`src/rtl/vsplit_pkg.sv`:
```
package vsplit_pkg;

    typedef enum logic [1:0] {
        ST_IDLE   = 2'd0,
        ST_ISSUE  = 2'd1,
        ST_FINISH = 2'd2
    } vs_state_e;

endpackage

```
`src/rtl/vsplit_lenmask.sv`:
```
module vsplit_lenmask #(
    parameter int VL_MAX = 8,
    parameter int LEN_W  = $clog2(VL_MAX + 1)
) (
    input  logic [LEN_W-1:0]  len,
    output logic [VL_MAX-1:0] mask
);

    // Element i is inside the vector when the count exceeds i.
    for (genvar i = 0; i < VL_MAX; i++) begin : g_pos
        assign mask[i] = (len > LEN_W'(i));
    end

endmodule

```
`src/rtl/vsplit_pick.sv`:
```
module vsplit_pick #(
    parameter int VL_MAX  = 8,
    parameter int ISSUE_W = 4,
    parameter int POS_W   = $clog2(VL_MAX)
) (
    input  logic [VL_MAX-1:0]        avail,
    output logic [ISSUE_W-1:0]       slot_valid,
    output logic [ISSUE_W*POS_W-1:0] slot_pos,
    output logic [VL_MAX-1:0]        taken
);

    // Stage k removes the lowest set bit left after stages 0..k-1.
    logic [VL_MAX-1:0] chain [ISSUE_W+1];

    assign chain[0] = avail;

    for (genvar k = 0; k < ISSUE_W; k++) begin : g_slot
        logic [VL_MAX-1:0] lowest;
        logic [POS_W-1:0]  pos;

        assign lowest = chain[k] & (~chain[k] + VL_MAX'(1));

        always_comb begin
            pos = '0;
            for (int i = 0; i < VL_MAX; i++) begin
                if (lowest[i]) begin
                    pos = pos | POS_W'(i);
                end
            end
        end

        assign slot_valid[k]                = |chain[k];
        assign slot_pos[k*POS_W +: POS_W]   = pos;
        assign chain[k+1]                   = chain[k] & ~lowest;
    end

    assign taken = chain[0] & ~chain[ISSUE_W];

endmodule

```
`src/rtl/vsplit_top.sv`:
```
module vsplit_top
    import vsplit_pkg::*;
#(
    parameter int VL_MAX  = 8,
    parameter int ISSUE_W = 4,
    parameter int REG_W   = 7,
    localparam int LEN_W  = $clog2(VL_MAX + 1),
    localparam int POS_W  = $clog2(VL_MAX)
) (
    input  logic                     clk,
    input  logic                     rst_n,
    input  logic                     in_valid,
    output logic                     in_ready,
    input  logic [REG_W-1:0]         in_base,
    input  logic [LEN_W-1:0]         in_len,
    input  logic [VL_MAX-1:0]        in_mask,
    output logic                     out_valid,
    input  logic                     out_ready,
    output logic [ISSUE_W-1:0]       out_slot_valid,
    output logic [ISSUE_W*REG_W-1:0] out_idx,
    output logic                     done
);

    vs_state_e          state_q, state_d;
    logic [REG_W-1:0]   base_q;
    logic [VL_MAX-1:0]  pend_q, pend_d;
    logic [REG_W-1:0]   base_d;

    logic [VL_MAX-1:0]        len_mask;
    logic [VL_MAX-1:0]        eff_mask;
    logic [ISSUE_W-1:0]       pick_valid;
    logic [ISSUE_W*POS_W-1:0] pick_pos;
    logic [VL_MAX-1:0]        pick_taken;
    logic [VL_MAX-1:0]        left_after;
    logic [ISSUE_W*REG_W-1:0] slot_idx;

    vsplit_lenmask #(
        .VL_MAX (VL_MAX),
        .LEN_W  (LEN_W)
    ) u_lenmask (
        .len  (in_len),
        .mask (len_mask)
    );

    assign eff_mask = in_mask & len_mask;

    vsplit_pick #(
        .VL_MAX  (VL_MAX),
        .ISSUE_W (ISSUE_W),
        .POS_W   (POS_W)
    ) u_pick (
        .avail      (pend_q),
        .slot_valid (pick_valid),
        .slot_pos   (pick_pos),
        .taken      (pick_taken)
    );

    assign left_after = pend_q & ~pick_taken;

    for (genvar k = 0; k < ISSUE_W; k++) begin : g_idx
        assign slot_idx[k*REG_W +: REG_W] =
            base_q + REG_W'(pick_pos[k*POS_W +: POS_W]);
    end

    // Next-state and remainder logic.
    always_comb begin
        state_d = state_q;
        pend_d  = pend_q;
        base_d  = base_q;
        unique case (state_q)
            ST_IDLE: begin
                if (in_valid) begin
                    base_d  = in_base;
                    pend_d  = eff_mask;
                    state_d = (eff_mask == '0) ? ST_FINISH : ST_ISSUE;
                end
            end
            ST_ISSUE: begin
                if (out_ready) begin
                    pend_d = left_after;
                    if (left_after == '0) begin
                        state_d = ST_FINISH;
                    end
                end
            end
            ST_FINISH: begin
                state_d = ST_IDLE;
            end
            default: begin
                state_d = ST_IDLE;
            end
        endcase
    end

    // State register.
    always_ff @(posedge clk) begin
        if (!rst_n) begin
            state_q <= ST_IDLE;
        end else begin
            state_q <= state_d;
        end
    end

    // Held operation.
    always_ff @(posedge clk) begin
        if (!rst_n) begin
            pend_q <= '0;
            base_q <= '0;
        end else begin
            pend_q <= pend_d;
            base_q <= base_d;
        end
    end

    // Outputs decoded from the state.
    always_comb begin
        in_ready       = 1'b0;
        out_valid      = 1'b0;
        done           = 1'b0;
        out_slot_valid = '0;
        out_idx        = '0;
        unique case (state_q)
            ST_IDLE: begin
                in_ready = 1'b1;
            end
            ST_ISSUE: begin
                out_valid      = 1'b1;
                out_slot_valid = pick_valid;
                out_idx        = slot_idx;
            end
            ST_FINISH: begin
                done = 1'b1;
            end
            default: begin
                in_ready = 1'b0;
            end
        endcase
    end

endmodule

```
`config.mk`:
```
export PLATFORM = sky130hd
export DESIGN_NAME = vsplit_top
export DESIGN_NICKNAME = d
export VERILOG_FILES = /design/src/rtl/vsplit_pkg.sv /design/src/rtl/vsplit_lenmask.sv /design/src/rtl/vsplit_pick.sv /design/src/rtl/vsplit_top.sv
export SDC_FILE = /design/constraint.sdc
export NUM_CORES = 1
export LEC_CHECK = 0
export BUFFER_PORTS_ARGS = -buffer_cell sky130_fd_sc_hd__buf_2
export CAP_MARGIN = 20
export CORE_MARGIN = 8
export CORE_UTILIZATION = 40
export CTS_CLUSTER_DIAMETER = 30
export DETAILED_ROUTE_END_ITERATION = 12
export PLACE_DENSITY_LB_ADDON = 0.08
export SETUP_SLACK_MARGIN = 0.4
export SYNTH_ARGS = -nofsm -noshare
export SYNTH_HDL_FRONTEND = slang
export SYNTH_SLANG_ARGS = --single-unit
export TNS_END_PERCENT = 20
```
`constraint.sdc`:
```
create_clock -name clk -period 6.4 [get_ports clk]
set_input_delay 0.32 -clock clk [delete_from_list [all_inputs] [get_ports clk]]
set_output_delay 0.32 -clock clk [all_outputs]
set_load 0.005 [all_outputs]
```
==> metrics.md <==
| Metric | Value |
|---|---|
| Status | completed |
| CTS root buf | clkbuf_8 |
| RSZ-0062 raised after global routing | no |
| Asr flop ratio synth | 0% |
| FF+latch count, synth | 17 |
| Final setup fails | 0 |
| Ys flop type | dfxtp_1 |
| Final Hold Fails | 0 |
| Via density | 5.50 |
| Cell count after synthesis | 332 |
| # rows | 27 |
| Vias | 2438 |
| Buffer count from post-CTS setup fixing | 0 |
| Maxcap violations | 0 |
| Core Area | 5470 sq um |
| Nets | 412 |
| Die X | 91.1 um |
| CP required | 6.08 ns |
| Total GRT Usage | 15.6% |
| Largest net degree at the start of global routing | 32 |
| Crit Path Category | flop to output pin |
| Commonest non-fill, non-tap cells in the layout | buf_2 (57), a21oi_1 (43), nand2_1 (38) |
| Fmax | 245 MHz |
| Layout cells sized above 1 | 19.9% |
| CP Capture Type | output pin |
| Hold/Removal Path Class | input port to flop |
| Syn Area/Cell | 6.79 sq um |
| Sequential fraction of the synthesis area | 15.1% |
| Hpwl dp | 5.09 mm |
| Slew Limit Fails | 0 |
| Maximum VDD drop | 0.000115 V |
| Clk_lat worst skew | 0.25 ns |
| Crit-path max FO | 18 |
| Worst-path clk slew | 0.07 ns |
| Max_slew headroom | 52.4% |
| Die Span Y | 91.1 um |
| PwrDens | 147 nW/um^2 |
| Tcrit/Tclk final | 63.7% |
| Critical path launch point type | flop |
| LEAKAGE | 1.12 nW |
| Netlist Area Pre-Place | 2260 sq um |
| Routability cong. | 0.822 |
| Period minus WS final | 4.07 ns |
| Unique masters post-synth | 55 |
| First-pass GRT wire length | 11.2 mm |
| Worst clock skew | 0.00537 ns |
| Initial antenna violation count | 0 |
| Syn nets | 372 |
| Setup_tns | 0 ns |
| Num Clock Sinks | 17 |
| Routed Antenna Nets | 0 |
| Overflow after GRT | 0 |
| Number of flops mapped to enable cells by yosys | 0 |
| Initial Util | 41.2% |
| Ys Warns | 0 |
| Area growth from synthesis to layout | 14.5% |
| Die area | 8300 sq um |
| Max clock buf depth | 2 |
| Top Ports | 58 |
| # DRC | 0 |
| Pre-CTS setup slack | 2.60 ns |
| CTS Buf Count | 3 |
| Drt first-iter violations | 138 |
| Clock H-tree levels | 1 |
| Wire per inst | 14.7 um |
| Total wire length | 6.52 mm |
| # diodes | 0 |
| PostCTS Resize Cnt | 0 |
| Total iterations of the first detailed-routing run | 4 |
| Slew @ Worst Pin | 0.712 ns |
| CP arrival | 3.75 ns |
| Vias in the first global route | 2319 |
| Hold buffers post-CTS | 0 |
| TritonCTS clock tree | yes |
| Port-buffer cells | 57 |
| Commonest non-fill, non-tap cell in the layout | buf_2 |
| Post-route setup slack | 2.33 ns |
[worst max-delay path, cell delays in order (launching register included)]
cell and delay (ns):
dfxtp_1 0.50, or4_4 0.65, o31a_4 0.16, o22ai_4 0.26, mux2i_1 0.22, nand3_1 0.09
nand2_1 0.09, ha_1 0.16, inv_1 0.05, fa_1 0.37, nor2b_1 0.15, o21ai_0 0.15
or3_1 0.39, a21oi_1 0.14, buf_2 0.13
[cell usage after synthesis (5+ instances only)]
master     n  area [sq um]
a21o_1     7          52.6
nor2b_1    9          56.3
clkbuf_1  16          60.1
a21oi_1   43           215
nand2_1   38           143
inv_1     11          41.3
nand3_1    8          40.0
dfxtp_1   17           340
and2_1     6          37.5
or3_1     11          68.8
o21ai_0   19          95.1
o22ai_1    6          37.5
xor2_1     7          61.3
xnor2_1    6          52.6
nand4_1    5          31.3
nor3_1     6          30.0
nor2_1    36           135
ha_1      13           163
[routing by layer]
layer | GRT usage, % | wire, um
met4 | 4.77 | 78
met1 | 21.5 | 3350
met3 | 2.47 | 275
met2 | 24.2 | 2820
met5 | 0 | 0
[layout make-up]
type                       instances  area, sq um
multi-input combinational        279         1770
sequential                        17          340
clock buffer                       4         45.0
timing repair buffer              58          293
inverter                          13         48.8
fill                             591         2890
tap                               72         90.1
[kinds of logic after synthesis]
group                    share of synthesized area [%]
AO/OA/AOI/OAI                                     32.2
XOR/XNOR                                          5.05
adder cells (fa/ha/maj)                           11.3
buffers and inverters                             6.66
flip-flops                                        15.1
multiplexers                                      1.39
AND/OR/NAND/NOR                                   28.3
[through the flow]
| step | cells | total power, mW | util [%] | hold slack (ns) | instance area, sq um |
|---|---|---|---|---|---|
| after CTS | 443 | 0.383 | 47.2 | 0.298 | 2580 |
| after global placement | 439 | 0.299 | 46.4 | 0.539 | 2540 |
| final | 443 | 0.379 | 47.2 | 0.304 | 2580 |
| after global routing | 443 | 0.414 | 47.2 | 0.296 | 2580 |
| after floorplan | 332 | 0.253 | - | 0.456 | 2260 |
| after detailed placement | 439 | 0.301 | 46.4 | 0.541 | 2540 |
[report_power, final]
group | total (mW) | internal, mW | switching, mW | leakage, nW
clock | 0.0810 | 0.0442 | 0.0368 | 0.0228
combinational | 0.153 | 0.0652 | 0.0883 | 0.959
sequential | 0.145 | 0.115 | 0.0300 | 0.139
[path summary, 6_finish.rpt]
kind / from / endpoint / slack [ns] / depth (start not counted)
setup / recovery: pend_q[2] / out_idx[20] / 2.33 / 14
hold / removal: in_base[3] / base_q[3] / 0.30 / 3
setup reg to reg: pend_q[3] / state_q[1] / 4.24 / 6
hold reg to reg: base_q[0] / base_q[0] / 0.55 / 2
[state kept, by name (all words and copies together) (netlist names)]
| name | cells |
|---|---|
| base_q | 7 |
| pend_q | 8 |
| state_q | 2 |
Note: power is estimated with default switching activity, not from simulation.
